--- src/rtl/pxq_pkg.sv ---
package pxq_pkg;
  localparam int VC_W = 2;
  localparam int RESET_SEND_LVL = 64;

  typedef enum logic [1:0] {
    A_VC_BYPASS = 2'd0,
    A_VC_MATCH  = 2'd1,
    A_SEND_LVL  = 2'd2,
    A_OVF_CLR   = 2'd3
  } cfg_addr_e;
endpackage

--- src/rtl/pxq_cfg_filter.sv ---
module pxq_cfg_filter
  import pxq_pkg::*;
#(
  parameter int CFG_W = 16
) (
  input  logic                clk,
  input  logic                rst_n,
  input  logic                cfg_we,
  input  logic [1:0]          cfg_addr,
  input  logic [CFG_W-1:0]    cfg_wdata,
  input  logic                in_valid,
  input  logic [VC_W-1:0]     in_vc,
  output logic                accept,
  output logic                vc_bypass,
  output logic [VC_W-1:0]     vc_match,
  output logic [CFG_W-1:0]    send_lvl,
  output logic                ovf_clr
);
  always_ff @(posedge clk) begin
    if (!rst_n) begin
      vc_bypass <= 1'b1;
      vc_match  <= '0;
      send_lvl  <= CFG_W'(RESET_SEND_LVL);
    end else if (cfg_we) begin
      case (cfg_addr)
        A_VC_BYPASS: vc_bypass <= cfg_wdata[0];
        A_VC_MATCH:  vc_match  <= cfg_wdata[VC_W-1:0];
        A_SEND_LVL:  send_lvl  <= cfg_wdata;
        default: ;
      endcase
    end
  end

  assign ovf_clr = cfg_we && (cfg_addr == A_OVF_CLR);
  assign accept  = in_valid && (vc_bypass || (in_vc == vc_match));
endmodule

--- src/rtl/pxq_fifo.sv ---
module pxq_fifo #(
  parameter int DW    = 16,
  parameter int DEPTH = 128,
  parameter int CW    = $clog2(DEPTH + 1)
) (
  input  logic          clk,
  input  logic          rst_n,
  input  logic          push,
  input  logic [DW:0]   wdata,
  input  logic          pop,
  output logic [DW:0]   rdata,
  output logic [CW-1:0] count,
  output logic          full,
  output logic          empty
);
  localparam int AW = (DEPTH > 1) ? $clog2(DEPTH) : 1;

  logic [DW:0]   mem [DEPTH];
  logic [AW-1:0] wr_ptr, rd_ptr;

  function automatic logic [AW-1:0] nxt(input logic [AW-1:0] p);
    return (p == AW'(DEPTH - 1)) ? '0 : p + 1'b1;
  endfunction

  always_ff @(posedge clk) begin
    if (push) mem[wr_ptr] <= wdata;
  end

  always_ff @(posedge clk) begin
    if (!rst_n) begin
      wr_ptr <= '0;
      rd_ptr <= '0;
      count  <= '0;
    end else begin
      if (push) wr_ptr <= nxt(wr_ptr);
      if (pop)  rd_ptr <= nxt(rd_ptr);
      case ({push, pop})
        2'b10:   count <= count + 1'b1;
        2'b01:   count <= count - 1'b1;
        default: ;
      endcase
    end
  end

  assign rdata = mem[rd_ptr];
  assign full  = (count == CW'(DEPTH));
  assign empty = (count == '0);
endmodule

--- src/rtl/pxq_release_ctl.sv ---
module pxq_release_ctl #(
  parameter int DEPTH = 128,
  parameter int CW    = $clog2(DEPTH + 1),
  parameter int CFG_W = 16
) (
  input  logic             clk,
  input  logic             rst_n,
  input  logic [CW-1:0]    count,
  input  logic [CFG_W-1:0] send_lvl,
  input  logic             pop,
  input  logic             head_eol,
  input  logic             drop,
  input  logic             ovf_clr,
  output logic             run,
  output logic             ovf
);
  logic lvl_hit, at_cap;

  assign lvl_hit = (32'(count) >= 32'(send_lvl));
  assign at_cap  = (32'(count) == 32'(DEPTH));

  always_ff @(posedge clk) begin
    if (!rst_n) begin
      run <= 1'b0;
    end else if (!run && (lvl_hit || at_cap)) begin
      run <= 1'b1;
    end else if (run && pop && head_eol) begin
      run <= 1'b0;
    end
  end

  always_ff @(posedge clk) begin
    if (!rst_n)       ovf <= 1'b0;
    else if (drop)    ovf <= 1'b1;
    else if (ovf_clr) ovf <= 1'b0;
  end
endmodule

--- src/rtl/pxq_gate_top.sv ---
module pxq_gate_top
  import pxq_pkg::*;
#(
  parameter int DW    = 16,
  parameter int DEPTH = 128,
  parameter int CFG_W = 16
) (
  input  logic             clk,
  input  logic             rst_n,
  input  logic             in_valid,
  input  logic [1:0]       in_vc,
  input  logic [DW-1:0]    in_data,
  input  logic             in_eol,
  input  logic             cfg_we,
  input  logic [1:0]       cfg_addr,
  input  logic [CFG_W-1:0] cfg_wdata,
  output logic             out_valid,
  input  logic             out_ready,
  output logic [DW-1:0]    out_data,
  output logic             out_eol,
  output logic             ovf_flag
);
  localparam int CW = $clog2(DEPTH + 1);

  logic             accept, vc_bypass, ovf_clr;
  logic [VC_W-1:0]  vc_match;
  logic [CFG_W-1:0] send_lvl;
  logic             push, pop, drop, run;
  logic [DW:0]      head;
  logic [CW-1:0]    fifo_cnt;
  logic             fifo_full, fifo_empty;

  pxq_cfg_filter #(.CFG_W(CFG_W)) u_cfg (
    .clk(clk), .rst_n(rst_n),
    .cfg_we(cfg_we), .cfg_addr(cfg_addr), .cfg_wdata(cfg_wdata),
    .in_valid(in_valid), .in_vc(in_vc),
    .accept(accept), .vc_bypass(vc_bypass), .vc_match(vc_match),
    .send_lvl(send_lvl), .ovf_clr(ovf_clr)
  );

  assign push = accept && !fifo_full;
  assign drop = accept && fifo_full;
  assign pop  = out_valid && out_ready;

  pxq_fifo #(.DW(DW), .DEPTH(DEPTH), .CW(CW)) u_fifo (
    .clk(clk), .rst_n(rst_n),
    .push(push), .wdata({in_eol, in_data}),
    .pop(pop), .rdata(head),
    .count(fifo_cnt), .full(fifo_full), .empty(fifo_empty)
  );

  pxq_release_ctl #(.DEPTH(DEPTH), .CW(CW), .CFG_W(CFG_W)) u_ctl (
    .clk(clk), .rst_n(rst_n),
    .count(fifo_cnt), .send_lvl(send_lvl),
    .pop(pop), .head_eol(head[DW]),
    .drop(drop), .ovf_clr(ovf_clr),
    .run(run), .ovf(ovf_flag)
  );

  assign out_valid = run && !fifo_empty;
  assign out_data  = head[DW-1:0];
  assign out_eol   = head[DW];
endmodule

--- config.mk ---
export PLATFORM = sky130hd
export DESIGN_NAME = pxq_gate_top
export DESIGN_NICKNAME = d
export VERILOG_FILES = /design/src/rtl/pxq_pkg.sv /design/src/rtl/pxq_cfg_filter.sv /design/src/rtl/pxq_fifo.sv /design/src/rtl/pxq_release_ctl.sv /design/src/rtl/pxq_gate_top.sv
export SDC_FILE = /design/constraint.sdc
export NUM_CORES = 2
export LEC_CHECK = 0
export BUFFER_PORTS_ARGS = -buffer_cell sky130_fd_sc_hd__buf_4
export CAP_MARGIN = 20
export CORE_MARGIN = 10
export CORE_UTILIZATION = 30
export CTS_CLUSTER_SIZE = 12
export DETAILED_ROUTE_END_ITERATION = 16
export GPL_TIMING_DRIVEN = 0
export PLACE_DENSITY = 0.48
export SLEW_MARGIN = 20
export SYNTH_ARGS = -nofsm -noshare
export SYNTH_HDL_FRONTEND = slang
export SYNTH_SLANG_ARGS = --single-unit
--- constraint.sdc ---
create_clock -name clk -period 3.75 [get_ports clk]
set_input_delay 0.375 -clock clk [delete_from_list [all_inputs] [get_ports clk]]
set_output_delay 0.375 -clock clk [all_outputs]
set_load 0.02 [all_outputs]
* Word level (Yosys, flattened, before mapping)
Memories as Yosys holds them, arrays and structs flattened. A register that Yosys moved wholly into a read port is not among the register bits.
Index checks and enable logic that the tools add are counted.
** Storage, ports and cells
- Flip-flop bits (word level) :: 43
- RAM bits :: 2176
- Output and inout port bits :: 19
- Memories :: 1
** Memory list
- u_fifo.mem :: words 128, bits a word 17, read ports 1, clocked after Yosys merged registers in 1, write ports 1, RTL line pxq_fifo.sv:18 : logic [DW:0] mem [DEPTH];
** Cells by class
- Add/subtract/negate cells :: 4
- Order comparisons :: 1
- Equality and inequality tests :: 9
- Mux-type cells :: 11
- Reduce and logical (&&, ||, !) cells :: 22
** Operators by type and width (number)
- 2-to-1 mux 7 bit :: 4
- greater-or-equal comparator 8 x 16 -> 1 bit :: 1
- one-hot mux 8 bit (2 select lines) :: 1
- adder 7 x 1 -> 7 bit (second input constant) :: 2
- == test 7 bit (second input constant) :: 2
- logical AND 1 bit :: 9
- adder 8 x 1 -> 8 bit (second input constant) :: 1
- == test 8 bit (second input constant) :: 1
- zero test 8 bit :: 1
- subtractor 8 x 1 -> 8 bit (second input constant) :: 1
- == test 2 bit (second input constant) :: 3
- 2-to-1 mux 1 bit :: 6
- AND reduction 2 bit :: 3
- nonzero test 2 bit :: 3
- == test 2 x 1 -> 1 bit (second input constant) :: 2
- zero test 1 bit :: 3
- == test 2 bit :: 1
- zero test 2 bit :: 1
- logical OR 1 bit :: 2

* Logic depth before layout (Yosys ltp)
- Depth in word-level cells :: 8
- Mapped depth :: 15
- Depth with buffers taken out :: 13

* Hierarchy
From an unflattened synthesis, not the netlist that was laid out.
** Second synthesis, totals
- Cell total of the unflattened synthesis :: 4145
- Area total of the unflattened synthesis :: 85841.1 um^2
** By module, submodules not included
- pxq_fifo :: times used 1, cells an instance 4014, area an instance 84686.2 um^2, sequential area each 65923.2 um^2
- pxq_cfg_filter :: times used 1, cells an instance 86, area an instance 803.3 um^2, sequential area each 380.4 um^2
- pxq_release_ctl :: times used 1, cells an instance 41, area an instance 320.3 um^2, sequential area each 40.0 um^2
- pxq_gate_top :: times used 1, cells an instance 4, area an instance 31.3 um^2, sequential area each 0.0 um^2

* Worst setup path after synthesis
No wires, ideal clock.
- Path type :: reg-to-reg
- Start :: register u_fifo.count[1]
- End :: register u_fifo.count[4]
- Setup time :: 70 ps
- Data arrival time :: 3417 ps
- Data required time :: 3680 ps
- Slack :: 263 ps
- Cell stages (with the launch flop) :: 16
- Clock period less this slack :: 3487 ps
- Path through :: dfxtp_1 > clkbuf_1 > nor3_1 > nand2_1 > o311ai_2 > inv_1 > ha_1 > clkbuf_1 > xor2_1 > ha_1 > a21oi_1 > o21ai_0 > a221oi_1 > xnor2_1 > or3_1 > a21oi_1
** Between the ends
- Cells in the longest elaborated chain, start to end :: 6
- Elaborated cells between the ends (all ways) :: 13
- Those cells by class :: 2 x add/sub; 3 x eq/ne; 1 x mux; 7 x reduce/logical
** RTL lines
- start: declaration :: RTL line pxq_fifo.sv:12 : output logic [CW-1:0] count,
- start signal: assignment :: RTL line pxq_fifo.sv:38 : 2'b10: count <= count + 1'b1;
- start signal: assignment :: RTL line pxq_fifo.sv:39 : 2'b01: count <= count - 1'b1;
- branches (longest 6 deep; another with subtractor 8 x 1 -> 8 bit)
Parallel ways; which one is timed is not known.
A chain may end at the register's enable or synchronous reset.

==> summary.log <==
[run] number of max-capacitance violations reported 0
[critical_path] Max FO, Critical Path 6
[placed_design] RePlAce Congestion 0.933
[logic_synthesis] most frequently used flop master after synthesis sky130_fd_sc_hd__edfxtp_1
[floorplanning] total core area 0.283 sq mm
[sta] slew at the pin with the worst max-slew slack 1030 ps
[finish] summed area of non-filler cells in the final layout 0.103 sq mm
[floorplanning] IO Pins 61
[logic_synthesis] fraction of registers with async set/reset 0
[floorplanning] standard-cell row count 195
[drt] DRC Markers 0
[finish] Area Overhead vs Synth 21.3%
[drt] number of DRC markers after the initial detailed-route iteration 4798
[worst_hold_path] kind of path behind the tightest hold check in -> reg
[finish] proportion of layout cells with a drive suffix above 1 0.369
[critical_path] Critical Path End Type output port
[drt] detailed-router iteration count before antenna repair 7
[placed_design] total instance count after detailed placement 7496
[cts] H-tree level count 4
[floorplanning] horizontal die dimension 553 microns
[logic_synthesis] number of enable flip-flop cells after synthesis 2176
[grt] global-route wire length before repair 340000 microns
[floorplanning] area enclosed by the die boundary 0.306 sq mm
[logic_synthesis] Yosys warnings 0
[status] violated checks negative setup slack
[drt] post-detailed-route wirelength per cell 30.5 microns
[critical_path] slowest CP cell sky130_fd_sc_hd__mux4_2
[logic_synthesis] mapped cell area 0.0853 sq mm
[logic_synthesis] count of state elements after synthesis 2226
[logic_synthesis] Yosys cell types 56
[logic_synthesis] Syn Nets 3667
[grt] total congestion overflow after global routing 0
[critical_path] required time worst endpoint 3380 ps
[sta] Max Clock Freq 0.232 GHz
[drt] Total Wirelength 245000 microns
[power_and_ir_drop] Total Power 0.0506 W
[sta] max-slew violation count 0
[drt] via density per instance 5.09
[sta] slew margin rel. 0.314
[sta] clock skew after layout 85.2 ps
[logic_synthesis] Avg Cell Area, Syn 23.6 sq um
[cts] Max clock buf depth 3
[logic_synthesis] post-synthesis sequential area ratio 0.778
[logic_synthesis] leading post-synthesis cells by cell area sky130_fd_sc_hd__edfxtp_1 77%, sky130_fd_sc_hd__mux4_2 18%, sky130_fd_sc_hd__dfxtp_1 1.2%, sky130_fd_sc_hd__nor2_1 0.69%, sky130_fd_sc_hd__buf_2 0.66%
[sta] min Tclk post-route 4310 ps
[power_and_ir_drop] Leakage Power 30.6 nW
[sta] unrepaired setup endpoints after global routing true
[worst_hold_path] endpoint of the worst hold path u_fifo.mem[109][16]$_DFFE_PP_
[logic_synthesis] post-synthesis cell count 3612
[status] result of the run finished with violations
[critical_path] register-to-register path setup slack 140 ps
[cts] Clk Latency, worst-skew pair 910 ps
[power_and_ir_drop] total power divided by cell area 489 mW/mm^2
[cts] clock root buffer sky130_fd_sc_hd__clkbuf_16
[finish] count of non-filler cells in the finished layout 8045
[sta] Final setup violation count 17
[critical_path] Worst EP arrival 3940 ps
[critical_path] CP Class reg -> out
[worst_hold_path] worst hold path startpoint in_eol
[placed_design] half-perimeter wire length of the detailed placement result 159000 microns
[drt] overall via count from detail_route 41000
[cts] clock net sink count 2226
[sta] number of endpoints with negative hold slack in the final report 0
[logic_synthesis] count leader, synth sky130_fd_sc_hd__edfxtp_1
[sta] final clock period utilization by the worst path 1.15
[grt] number of antenna violations at the first check in global routing 5
[grt] number of global-route vias before repair 41200
[critical_path] largest stage delay on the critical path 620 ps
[critical_path] launch instance of the worst register-to-register path u_fifo.count[2]$_SDFFE_PN0P_
[grt] global-route usage over all layers 0.155
[sta] Worst Setup Slack, final -561 ps
[critical_path] Critical Path Source Type flip-flop
[critical_path] cell depth of the worst flop-to-flop path 8
[cts] number of clock buffers inserted by TritonCTS 231
[power_and_ir_drop] worst ir drop on vdd 0.000471 V
[critical_path] capture point of the worst reg-to-reg path u_fifo.mem[70][8]$_DFFE_PP_
[finish] Total Nets Final 4162
[placed_design] placed cell area 0.0927 sq mm
[sta] hold slack 90.5 ps
[drt] residual antenna-violating net count after detailed routing 0
[critical_path] crit-path cells buf_12 > buf_16 > buf_12 > buf_16 > buf_16 > buf_12 > mux4_2 > mux4_2 > o22ai_4 > nor4_4 > buf_4
[sta] Sum Neg Setup Slack -7730 ps
[cts] TritonCTS clock tree built
[placed_design] Port Buffer Count 60
[cts] Worst-path clk slew 60 ps
[logic_synthesis] leading post-synthesis cells by instance count 2176 x sky130_fd_sc_hd__edfxtp_1, 674 x sky130_fd_sc_hd__mux4_2, 156 x sky130_fd_sc_hd__nor2_1, 113 x sky130_fd_sc_hd__buf_2, 65 x sky130_fd_sc_hd__nand2_1
[grt] largest net degree at the start of global routing 129
[logic_synthesis] area share of the largest cell type after synthesis 0.766
[floorplanning] starting utilization of the core area 0.302
[floorplanning] overall die height 553 microns
[worst_hold_path] cell depth of the worst hold path 1
[logic_synthesis] most area-hungry cell type in the Yosys netlist sky130_fd_sc_hd__edfxtp_1
## where the power goes
| group | total (W) | internal (W) | switching (W) |
|---|---|---|---|
| registers | 0.0274 | 0.0273 | 0.0000208 |
| clock network | 0.0219 | 0.0121 | 0.00974 |
| logic | 0.00138 | 0.000470 | 0.000909 |
## stage by stage
stage / utilization / worst slack (ps)
4_1_cts: 0.364 / -622
5_1_grt: 0.366 / -602
3_3_place_gp: 0.320 / -2370
3_5_place_dp: 0.328 / -1500
2_1_floorplan: - / 263
6_report: 0.366 / -561
## layer usage
layer,up-vias,GRT usage,share of wire
met5,-,0,0
met4,0,0.0402,0.027
met3,309,0.0256,0.057
met2,1269,0.248,0.47
met1,22800,0.222,0.44
li1,16600,-,-
## area by class of cell
cell class | instances | area (sq um)
tap | 3743 | 4680
multi-input combinational | 1172 | 19700
inverter | 18 | 67.6
fill | 25500 | 179000
buffer | 191 | 1990
sequential | 2226 | 66300
antenna | 8 | 20.0
clock inverter | 119 | 1090
timing repair buffer | 267 | 3520
clock buffer | 301 | 6090
## state kept, by name, indices dropped and copies added (netlist names), named ones only
signal,flops
u_cfg.vc_match,2
u_fifo.wr_ptr,7
u_fifo.count,8
u_cfg.send_lvl,16
u_fifo.rd_ptr,7
u_ctl.run,1
u_ctl.ovf,1
u_fifo.mem,2176
u_cfg.vc_bypass,1
## logic make-up (layout without fill, tap and decap cells)
family	count (synthesis)	count (layout)	share of synthesized area
adders and majority gates	13	13	0.00191
other	0	8	0
DFF	2226	2226	0.778
and+or+nand+nor	321	321	0.0171
AOI/OAI and AO/OA	130	130	0.00960
buffers and inverters	214	896	0.0122
muxes	691	691	0.180
xor gates and xnor gates	17	17	0.00175
## worst max-delay path by stage
stage | from | end | slack, ps | depth (start not counted)
after floorplan | u_fifo.count[1]$_SDFFE_PN0P_ | u_fifo.count[4]$_SDFFE_PN0P_ | 260 | 15
after global placement | u_fifo.count[2]$_SDFFE_PN0P_ | u_fifo.mem[107][14]$_DFFE_PP_ | -2370 | 9
after detailed placement | flip-flop | out_data[3] | -1500 | 9
after CTS | flip-flop | out_data[14] | -620 | 11
after global routing | flip-flop | out_data[7] | -600 | 11
final | flip-flop | out_data[7] | -560 | 11
## critical path, delay by kind of cell (launching register included)
family          cells  cell delay, ps
simple gates        1             140
compound gates      1             320
mux                 2            1180
flops               1             340
buf+inv             7            1040
## placed cells by master (no fill, tap or decap), types with 8 or more instances in the layout
cell type                       instances
sky130_fd_sc_hd__edfxtp_1            2176
sky130_fd_sc_hd__mux4_2               674
sky130_fd_sc_hd__clkbuf_16            237
sky130_fd_sc_hd__buf_4                126
sky130_fd_sc_hd__nor2_4                94
sky130_fd_sc_hd__buf_6                 87
sky130_fd_sc_hd__clkbuf_1              83
sky130_fd_sc_hd__clkinv_1              66
sky130_fd_sc_hd__buf_12                62
sky130_fd_sc_hd__nand2_1               61
sky130_fd_sc_hd__dlygate4sd3_1         48
sky130_fd_sc_hd__dfxtp_1               47
sky130_fd_sc_hd__buf_16                35
sky130_fd_sc_hd__nor2_2                34
sky130_fd_sc_hd__o22ai_4               33
sky130_fd_sc_hd__a21oi_1               28
sky130_fd_sc_hd__nor2_1                28
sky130_fd_sc_hd__clkinv_2              25
sky130_fd_sc_hd__o22ai_2               24
sky130_fd_sc_hd__buf_8                 22
sky130_fd_sc_hd__nand3_1               21
sky130_fd_sc_hd__clkbuf_2              18
sky130_fd_sc_hd__nor4_4                17
sky130_fd_sc_hd__buf_2                 16
sky130_fd_sc_hd__inv_1                 15
sky130_fd_sc_hd__o21ai_0               14
sky130_fd_sc_hd__clkbuf_4              13
sky130_fd_sc_hd__mux2i_1               12
sky130_fd_sc_hd__ha_1                  12
sky130_fd_sc_hd__clkinv_16             11
sky130_fd_sc_hd__clkbuf_8              10
sky130_fd_sc_hd__bufinv_16             10
sky130_fd_sc_hd__xor2_1                 9
sky130_fd_sc_hd__diode_2                8
sky130_fd_sc_hd__xnor2_1                8
sky130_fd_sc_hd__nor2b_1                8
## timing repair
item | CTS | global route
gates cloned | 3 | 5
pin swaps | 45 | 19
endpoints found under the setup margin | 1937 | 113
hold endpoints to repair | 559 | 70
setup buffers | 56 | 17
resized for setup | 437 | 37
hold buffers | 46 | 2
No activity file was read; power rests on OpenSTA's default activity.
